`config.mk`:
```
export PLATFORM = sky130hd
export DESIGN_NAME = txd_ring_walker
export DESIGN_NICKNAME = d
export VERILOG_FILES = /design/src/rtl/tdw_pkg.sv /design/src/rtl/tdw_regs.sv /design/src/rtl/tdw_walker.sv /design/src/rtl/txd_ring_walker.sv
export SDC_FILE = /design/constraint.sdc
export NUM_CORES = 1
export LEC_CHECK = 0
export ABC_CLOCK_PERIOD_IN_PS = 3250
export BUFFER_PORTS_ARGS = -buffer_cell sky130_fd_sc_hd__buf_2
export CAP_MARGIN = 25
export CORE_AREA = 2 2 161 163
export DETAILED_ROUTE_END_ITERATION = 8
export DIE_AREA = 0 0 163 165
export GPL_TIMING_DRIVEN = 1
export PLACE_DENSITY = 0.68
export SKIP_CTS_REPAIR_TIMING = 1
export SLEW_MARGIN = 20
export SYNTH_ARGS = -nofsm -noshare
export SYNTH_HDL_FRONTEND = slang
export SYNTH_SLANG_ARGS = --single-unit
```
`constraint.sdc`:
```
create_clock -name clk -period 3.25 [get_ports clk]
set_clock_uncertainty 0.05 [all_clocks]
set_input_delay 0.1625 -clock clk [delete_from_list [all_inputs] [get_ports clk]]
set_output_delay 0.1625 -clock clk [all_outputs]
set_load 0.05 [all_outputs]
```
`src/rtl/tdw_pkg.sv`:
```
package tdw_pkg;
    typedef enum logic [2:0] {
        W_IDLE,
        W_DESC_HI,
        W_DESC_LO,
        W_FETCH,
        W_EMIT,
        W_CLOSE
    } walk_state_t;

    localparam int FLAG_READY = 15;
    localparam int FLAG_WRAP  = 13;
    localparam int FLAG_LAST  = 11;
    localparam int CTRL_EN    = 1;

    localparam logic [1:0] SEL_CTRL   = 2'd0;
    localparam logic [1:0] SEL_RING   = 2'd1;
    localparam logic [1:0] SEL_DEMAND = 2'd2;
endpackage

```
`src/rtl/tdw_regs.sv`:
```
module tdw_regs
    import tdw_pkg::*;
(
    input  logic        clk,
    input  logic        rst_n,
    input  logic        reg_wr,
    input  logic [1:0]  reg_sel,
    input  logic [31:0] reg_wdata,
    input  logic        walk_start,
    output logic [31:0] ring_base,
    output logic        ring_load,
    output logic        demand_pending
);
    logic ctrl_en;
    logic unused_wbit0;
    assign unused_wbit0 = reg_wdata[0];

    always_ff @(posedge clk or negedge rst_n) begin
        if (!rst_n) begin
            ctrl_en        <= 1'b0;
            ring_base      <= '0;
            ring_load      <= 1'b0;
            demand_pending <= 1'b0;
        end else begin
            ring_load <= reg_wr && (reg_sel == SEL_RING);
            if (reg_wr && reg_sel == SEL_CTRL)
                ctrl_en <= reg_wdata[CTRL_EN];
            if (reg_wr && reg_sel == SEL_RING)
                ring_base <= {reg_wdata[31:2], 2'b00};
            if (reg_wr && reg_sel == SEL_DEMAND && ctrl_en)
                demand_pending <= 1'b1;
            else if (walk_start)
                demand_pending <= 1'b0;
        end
    end

    // a demand while disabled leaves nothing pending
    assert_demand_gate_R9: assert property (@(posedge clk) disable iff (!rst_n)
        reg_wr && reg_sel == SEL_DEMAND && !ctrl_en && !demand_pending |=> !demand_pending);
endmodule

```
`src/rtl/tdw_walker.sv`:
```
module tdw_walker
    import tdw_pkg::*;
#(
    parameter int MAX_FRAME = 2032
) (
    input  logic        clk,
    input  logic        rst_n,
    input  logic        start,
    output logic        walk_start,
    input  logic [31:0] ring_base,
    input  logic        ring_load,
    output logic        mem_req,
    output logic        mem_we,
    output logic [31:0] mem_addr,
    output logic [31:0] mem_wdata,
    input  logic        mem_ack,
    input  logic [31:0] mem_rdata,
    output logic        tx_valid,
    output logic [7:0]  tx_data,
    output logic        tx_last,
    input  logic        tx_ready,
    output logic        ev_tx_buf,
    output logic        ev_tx_frame,
    output logic        ev_babble
);
    localparam int LEN_W = 16;
    localparam int FL_W  = $clog2(MAX_FRAME + 1);

    walk_state_t       state;
    logic [31:0]       cur_addr, buf_ptr;
    logic [15:0]       flags_q;
    logic [LEN_W-1:0]  len_q, take_q, left_q;
    logic [7:0]        byte_q;
    logic [FL_W-1:0]   frame_len;
    logic [LEN_W:0]    room;
    logic              clip;
    logic [LEN_W-1:0]  take_n;
    logic [7:0]        lane;

    always_comb begin
        room   = (LEN_W+1)'(MAX_FRAME) - (LEN_W+1)'(frame_len);
        clip   = {1'b0, mem_rdata[15:0]} > room;
        take_n = clip ? room[LEN_W-1:0] : mem_rdata[15:0];
        unique case (buf_ptr[1:0])
            2'd0:    lane = mem_rdata[31:24];
            2'd1:    lane = mem_rdata[23:16];
            2'd2:    lane = mem_rdata[15:8];
            default: lane = mem_rdata[7:0];
        endcase
    end

    // state register and datapath
    always_ff @(posedge clk or negedge rst_n) begin
        if (!rst_n) begin
            state       <= W_IDLE;
            cur_addr    <= '0;
            buf_ptr     <= '0;
            flags_q     <= '0;
            len_q       <= '0;
            take_q      <= '0;
            left_q      <= '0;
            byte_q      <= '0;
            frame_len   <= '0;
            ev_tx_buf   <= 1'b0;
            ev_tx_frame <= 1'b0;
            ev_babble   <= 1'b0;
        end else begin
            ev_tx_buf   <= 1'b0;
            ev_tx_frame <= 1'b0;
            ev_babble   <= 1'b0;
            if (ring_load)
                cur_addr <= ring_base;
            unique case (state)
                W_IDLE: if (start) begin
                    state     <= W_DESC_HI;
                    frame_len <= '0;
                end
                W_DESC_HI: if (mem_ack) begin
                    flags_q <= mem_rdata[31:16];
                    len_q   <= mem_rdata[15:0];
                    if (!mem_rdata[16 + FLAG_READY]) begin
                        state <= W_IDLE;
                    end else begin
                        take_q    <= take_n;
                        left_q    <= take_n;
                        ev_babble <= clip;
                        state     <= W_DESC_LO;
                    end
                end
                W_DESC_LO: if (mem_ack) begin
                    buf_ptr <= mem_rdata;
                    state   <= (left_q == '0) ? W_CLOSE : W_FETCH;
                end
                W_FETCH: if (mem_ack) begin
                    byte_q <= lane;
                    state  <= W_EMIT;
                end
                W_EMIT: if (tx_ready) begin
                    buf_ptr <= buf_ptr + 32'd1;
                    left_q  <= left_q - LEN_W'(1);
                    state   <= (left_q == LEN_W'(1)) ? W_CLOSE : W_FETCH;
                end
                W_CLOSE: if (mem_ack) begin
                    ev_tx_buf   <= 1'b1;
                    ev_tx_frame <= flags_q[FLAG_LAST];
                    frame_len   <= flags_q[FLAG_LAST] ? '0 : frame_len + FL_W'(take_q);
                    if (!ring_load)
                        cur_addr <= flags_q[FLAG_WRAP] ? ring_base : cur_addr + 32'd8;
                    state <= W_DESC_HI;
                end
                default: state <= W_IDLE;
            endcase
        end
    end

    // outputs
    always_comb begin
        mem_req    = 1'b0;
        mem_we     = 1'b0;
        mem_addr   = cur_addr;
        mem_wdata  = {flags_q & ~(16'h1 << FLAG_READY), len_q};
        tx_valid   = 1'b0;
        tx_data    = byte_q;
        tx_last    = 1'b0;
        walk_start = 1'b0;
        unique case (state)
            W_IDLE:    walk_start = start;
            W_DESC_HI: mem_req = 1'b1;
            W_DESC_LO: begin
                mem_req  = 1'b1;
                mem_addr = cur_addr + 32'd4;
            end
            W_FETCH: begin
                mem_req  = 1'b1;
                mem_addr = {buf_ptr[31:2], 2'b00};
            end
            W_EMIT: begin
                tx_valid = 1'b1;
                tx_last  = flags_q[FLAG_LAST] && (left_q == LEN_W'(1));
            end
            W_CLOSE: begin
                mem_req = 1'b1;
                mem_we  = 1'b1;
            end
            default: ;
        endcase
    end

    assert_stream_hold_R3: assert property (@(posedge clk) disable iff (!rst_n)
        tx_valid && !tx_ready |=> tx_valid && $stable(tx_data) && $stable(tx_last));
    assert_mem_hold_R1: assert property (@(posedge clk) disable iff (!rst_n)
        mem_req && !mem_ack && !ring_load |=> mem_req && $stable(mem_addr) && $stable(mem_we) && $stable(mem_wdata));
    assert_frame_cap_R6: assert property (@(posedge clk) disable iff (!rst_n)
        frame_len <= FL_W'(MAX_FRAME));
    assert_frame_event_R5: assert property (@(posedge clk) disable iff (!rst_n)
        ev_tx_frame |-> ev_tx_buf);
    assert_event_pulse_R5: assert property (@(posedge clk) disable iff (!rst_n)
        ev_tx_buf |=> !ev_tx_buf);
endmodule

```
`src/rtl/txd_ring_walker.sv`:
```
module txd_ring_walker
    import tdw_pkg::*;
#(
    parameter int MAX_FRAME = 2032
) (
    input  logic        clk,
    input  logic        rst_n,
    input  logic        reg_wr,
    input  logic [1:0]  reg_sel,
    input  logic [31:0] reg_wdata,
    output logic        mem_req,
    output logic        mem_we,
    output logic [31:0] mem_addr,
    output logic [31:0] mem_wdata,
    input  logic        mem_ack,
    input  logic [31:0] mem_rdata,
    output logic        tx_valid,
    output logic [7:0]  tx_data,
    output logic        tx_last,
    input  logic        tx_ready,
    output logic        ev_tx_buf,
    output logic        ev_tx_frame,
    output logic        ev_babble
);
    logic [31:0] ring_base;
    logic        ring_load, pending, walk_start;

    tdw_regs u_regs (
        .clk(clk), .rst_n(rst_n), .reg_wr(reg_wr), .reg_sel(reg_sel),
        .reg_wdata(reg_wdata), .walk_start(walk_start), .ring_base(ring_base),
        .ring_load(ring_load), .demand_pending(pending)
    );

    tdw_walker #(.MAX_FRAME(MAX_FRAME)) u_walker (
        .clk(clk), .rst_n(rst_n), .start(pending), .walk_start(walk_start),
        .ring_base(ring_base), .ring_load(ring_load),
        .mem_req(mem_req), .mem_we(mem_we), .mem_addr(mem_addr),
        .mem_wdata(mem_wdata), .mem_ack(mem_ack), .mem_rdata(mem_rdata),
        .tx_valid(tx_valid), .tx_data(tx_data), .tx_last(tx_last),
        .tx_ready(tx_ready), .ev_tx_buf(ev_tx_buf), .ev_tx_frame(ev_tx_frame),
        .ev_babble(ev_babble)
    );
endmodule

```
; After elaboration in Yosys (flattened, before gate mapping)
; Index checks and enable logic that the tools add are counted.
[word_totals]
memories = 0
mem_bits_rw = 0
output_inout_bits = 79
romBits = 0
latch_bits = 0
reg_bits = 180
[op_classes]
div = 0
n_eq_ne = 17
mux = 43
shift = 0
order_cmp = 1
n_reduce_logical = 21
bitwise_logic = 0
mul = 0
n_addsub = 6
[ops]
columns = operator, count
row1 = $mux W32, 7
row2 = $pmux W32 S2, 2
row3 = $mux W16, 4
row4 = $mux W11, 3
row5 = $add A32 B1 Y32 const B, 1
row6 = $add A32 B3 Y32 const B, 1
row7 = $add A32 B4 Y32 const B, 1
row8 = $pmux W16 S2, 1
row9 = $mux W3, 8
row10 = $pmux W8 S3, 1
row11 = $pmux W11 S2, 1
row12 = $pmux W3 S6, 1
row13 = $gt A16 B17 Y1, 1
row14 = $eq A16 B1 Y1 const B, 1
row15 = $logic_not A16 Y1, 1
row16 = $sub A16 B1 Y16 const B, 1
row17 = $mux W1, 14
row18 = $ne A2 B2 Y1 const B, 7
row19 = $sub A11 B11 Y12 const A, 1
row20 = $add A11 B11 Y11, 1
row21 = $reduce_and A3 Y1, 3
row22 = $reduce_bool A2 Y1, 4
row23 = $eq A3 B2 Y1 const B, 2
row24 = $eq A3 B3 Y1 const B, 2
row25 = 11 further kinds, 19

; Logic depth before layout (Yosys ltp)
[logic_depth]
depth_word = 6
depth_mapped = 15
mapped_depth_nobuf = 13

; Cells and area by module
; Synthesis repeated with hierarchy kept, for this count alone.
[hier_totals]
hier_cells = 1276
hier_area_um2 = 11282.1
[modules_own_cells]
columns = mod, instances, cells_per_inst, seq_area_each_um2, area_each_um2
row1 = tdw_walker, 1, 1200, 3678.5, 9897.0
row2 = tdw_regs, 1, 76, 825.8, 1385.1

; Worst setup path after synthesis
; Ideal clock, no wire load.
[synth_path]
kind = register -> register
from = register u_walker.frame_len[1]
to = register u_walker.left_q[7]
synth_period_minus_slack_ns = 3.343
setup_time_ns = 0.094
arrival_ns = 3.199
path_slack_ns = -0.093
n_path_buf = 1
path_stages_with_launch = 13
cell_sequence = dfrtp_1 -> inv_1 -> ha_1 -> nor3b_1 -> xnor2_1 -> ha_1 -> and4_1 -> a221o_1 -> a211o_1 -> a22o_1 -> buf_2 -> mux2_4 -> a221oi_2
[synth_between]
elab_chain_cells = 6
[synth_lines]
columns = item, line_no
row1 = "start, declared", tdw_walker.sv:34  ; logic [FL_W-1:0] frame_len;
row2 = "start signal, assigned", tdw_walker.sv:106  ; frame_len <= flags_q[FLAG_LAST] ? '0 : frame_len + FL_W'(take_q);
row3 = $sub A11 B11 Y12 *, tdw_walker.sv:41  ; room = (LEN_W+1)'(MAX_FRAME) - (LEN_W+1)'(frame_len);
row4 = $gt A16 B17 Y1, tdw_walker.sv:42  ; clip = {1'b0, mem_rdata[15:0]} > room;
row5 = $mux W16 *, tdw_walker.sv:43  ; take_n = clip ? room[LEN_W-1:0] : mem_rdata[15:0];
row6 = $mux W16 *, tdw_walker.sv:81  ; if (!mem_rdata[16 + FLAG_READY]) begin
row7 = $mux W16 *, tdw_walker.sv:78  ; W_DESC_HI: if (mem_ack) begin
row8 = $pmux W16 S2 *, tdw_walker.sv:73  ; unique case (state)
row9 = "end signal, assigned", tdw_walker.sv:85  ; left_q <= take_n;
row10 = "end signal, assigned", tdw_walker.sv:100  ; left_q <= left_q - LEN_W'(1);
row11 = "end, declared", tdw_walker.sv:32  ; logic [LEN_W-1:0] len_q, take_q, left_q;
; Every way passes the cells marked *; elsewhere a longest branch is shown, timed or not. The select of a mux whose other input is x is not followed.
; A chain may end at the register's enable or synchronous reset.

; Final worst setup path
; Ends and elaborated chain as after synthesis.

==> impl_metrics.ini <==
[run_status]
status = finished with violations
violations = setup timing

[floorplan]
core_area_mm2 = 0.0250
start_util = 0.447
die_area_mm2 = 0.0269
placementRows = 58
fp.dieW_um = 163
io_pins = 150
die_h_um = 165

[power]
cellPowerDensity_mw_per_mm2 = 944
p_leak_nw = 6.18
power.total_mw = 13.1
ir_worst_vdd_uv = 714

[placed_design]
preCtsSetupSlack_ns = -0.163
numPortBuffers = 147
dp_hpwl_um = 25000
gp_congestion = 0.927
dpl_cell_area_mm2 = 0.0126

[cells_and_area]
nets = 1644
final_area_mm2 = 0.0138
num_antenna_cells = 0
area_growth_pct = 23.5
layout-drive-gt1-share = 0.218

[sta]
setup_ws_ns = -0.0871
setup_viol = 11
max_freq_mhz = 300
finalHoldViolations = 0
timing.slew.headroom = 0.452
tightest_slew_ns = 0.818
fin_crit_ns = 3.34
min_period_over_period = 1.03
grt_setup_unrepaired = true
final-max-slew-violation-count = 0
tns_ns = -0.486

[drt]
antenna_left = 0
detail_route.wirelength_um = 35600
first_pass_iters = 8
vias = 11261
drc = 0
post_drt_wl_per_cell_um = 18.9
dr.first_iter.drc_count = 1201
via_per_inst = 5.99

[setup_path]
cp_data_arrival_time_ns = 3.64
r2r_setup_slack_ns = -0.09
r2r_start = u_walker.frame_len[1]
criticalPathCategory = reg2reg
crit_path_start = u_walker.frame_len[1]
critPathLaunchType = flop
rr_endpoint = u_walker.left_q[7]
cp-endpoint = u_walker.left_q[7]
worstPathRequired_ns = 3.55
reg2regPathDepth = 11
end_kind = flop
crit_fanout = 8

[global_routing]
grt_pass1_wl_um = 55700
grt_max_degree = 93
grt_pass1_vias = 10190
grt_usage = 0.263
grt-ovfl-total = 0
antenna_found_initial = 0

[yosys]
synth_nets = 1445
yosysWarnings = 0
synth_cell_types = 78
synth_edf_count = 0
syn_area_mm2 = 0.0112
ys_seq_area_frac = 0.402
synth_async_sr_flop_share = 1.00
synth_top_area_share = 0.402
yosys_register_bits = 180
yosysTopAreaCell = dfrtp_1
synth.avg_cell_area_um2 = 8.37
yosys-top-cells-area = dfrtp_1 40%, nand2_1 6.7%, o21ai_0 5.9%
synthCells = 1337
ys.flop_type = dfrtp_1

[clock_network]
h-tree-depth = 4
clockRootBuffer = clkbuf_16
path_clk_slew_ns = 0.08
cts_sinks = 180
clockBufferDepth = 2
cts_buffers = 17
insertion_delay_ns = 0.45
cts_tree = built

[job]
drv_cap = 0

[hold_path]
hp-class = in2reg
[routing by layer]
metal | share of wire | global-route usage | vias up
met5 | 0 | 0 | -
met4 | 0.021 | 0.0724 | 0
met3 | 0.071 | 0.0399 | 58
met2 | 0.47 | 0.427 | 486
met1 | 0.43 | 0.366 | 5411
li1 | - | - | 5306
[cell usage after synthesis, types with 11 or more instances]
library cell  count
nand2_1         201
dfrtp_1         180
o21ai_0         132
a21oi_1         128
nor2_1           96
clkbuf_1         83
ha_1             36
inv_1            36
nand3_1          36
mux2_2           35
nor3_1           34
and3_1           24
o22ai_1          20
nor4_1           18
a31oi_1          17
nand4_1          16
a22oi_1          15
o22a_1           14
xor2_1           12
a21o_1           11
a22o_1           11
[where the power goes]
part	leakage (nW)	total, mW	internal [mW]	switching [mW]
registers	2.20	4.08	3.10	0.983
logic	3.69	6.86	2.35	4.51
clock network	0.286	2.11	1.14	0.966
[layout by cell type, fill, tap and decap left out, types with 16 or more instances in the layout]
cell type,n
a21oi_1,127
a31oi_1,16
and3_1,24
buf_2,144
buf_4,77
clkbuf_16,17
dfrtp_1,177
dlygate4sd3_1,44
ha_1,34
inv_1,35
mux2_2,34
nand2_1,201
nand3_1,36
nand4_1,16
nor2_1,96
nor3_1,31
nor4_1,18
o21ai_0,120
o22ai_1,20
[state kept, by name (all words and copies together) (netlist names)]
register               cells
u_walker.cur_addr         32
u_walker.buf_ptr          32
u_regs.ctrl_en             1
u_walker.frame_len        11
u_walker.len_q            16
u_walker.ev_babble         1
u_regs.ring_base          30
u_regs.demand_pending      1
u_walker.ev_tx_buf         1
u_walker.tx_data           8
u_walker.state             3
u_walker.take_q           11
u_walker.left_q           16
u_regs.ring_load           1
u_walker.flags_q          15
u_walker.ev_tx_frame       1
[how the worst min path moves through the flow]
stage                   from                    end  slack, ns  cells past startpoint
6_report       mem_rdata[29]   u_walker.flags_q[13]     0.0005                      3
5_1_grt        mem_rdata[29]   u_walker.flags_q[13]      0.005                      3
4_1_cts                rst_n  u_walker.frame_len[9]      -0.23                      1
3_5_place_dp           rst_n  u_walker.frame_len[9]       0.25                      1
3_3_place_gp           rst_n  u_walker.frame_len[9]       0.25                      1
2_1_floorplan          rst_n         u_regs.ctrl_en      -0.18                      0
[critical path, cell delays in order, from the launching register on]
cell and delay [ns]:
dfrtp_1 0.41, inv_1 0.07, ha_2 0.17, nor3b_4 0.29
xnor2_1 0.20, ha_1 0.29, and4_1 0.17, a221o_1 0.36
a211o_1 0.35, a22o_4 0.30, mux2_4 0.33, a221oi_2 0.27
[logic make-up after synthesis]
group                    share of synthesized area
AND/OR/NAND/NOR                              0.203
AO/OA/AOI/OAI                                0.247
flip-flops                                   0.402
buffers and inverters                       0.0450
multiplexers                                0.0437
adder cells (fa/ha/maj)                     0.0420
XOR/XNOR                                    0.0164
other                                     0.000335
[through the flow]
stage                     hold WS, ns  instances   util
after CTS                      -0.229       1829  0.527
after floorplan                -0.183       1337      -
final                        0.000484       1879  0.552
after global placement          0.248       1797  0.504
after global routing          0.00534       1879  0.552
after detailed placement        0.247       1797  0.504
[cell type report]
class | instances | area [um^2]
Fill cell | 2261 | 11200
Multi-Input combinational cell | 1026 | 6350
Inverter | 38 | 143
Sequential cell | 180 | 4510
Clock inverter | 10 | 113
Clock buffer | 22 | 474
Tap cell | 330 | 413
Timing Repair Buffer | 273 | 1830
Power figures use the tool's default switching activity.
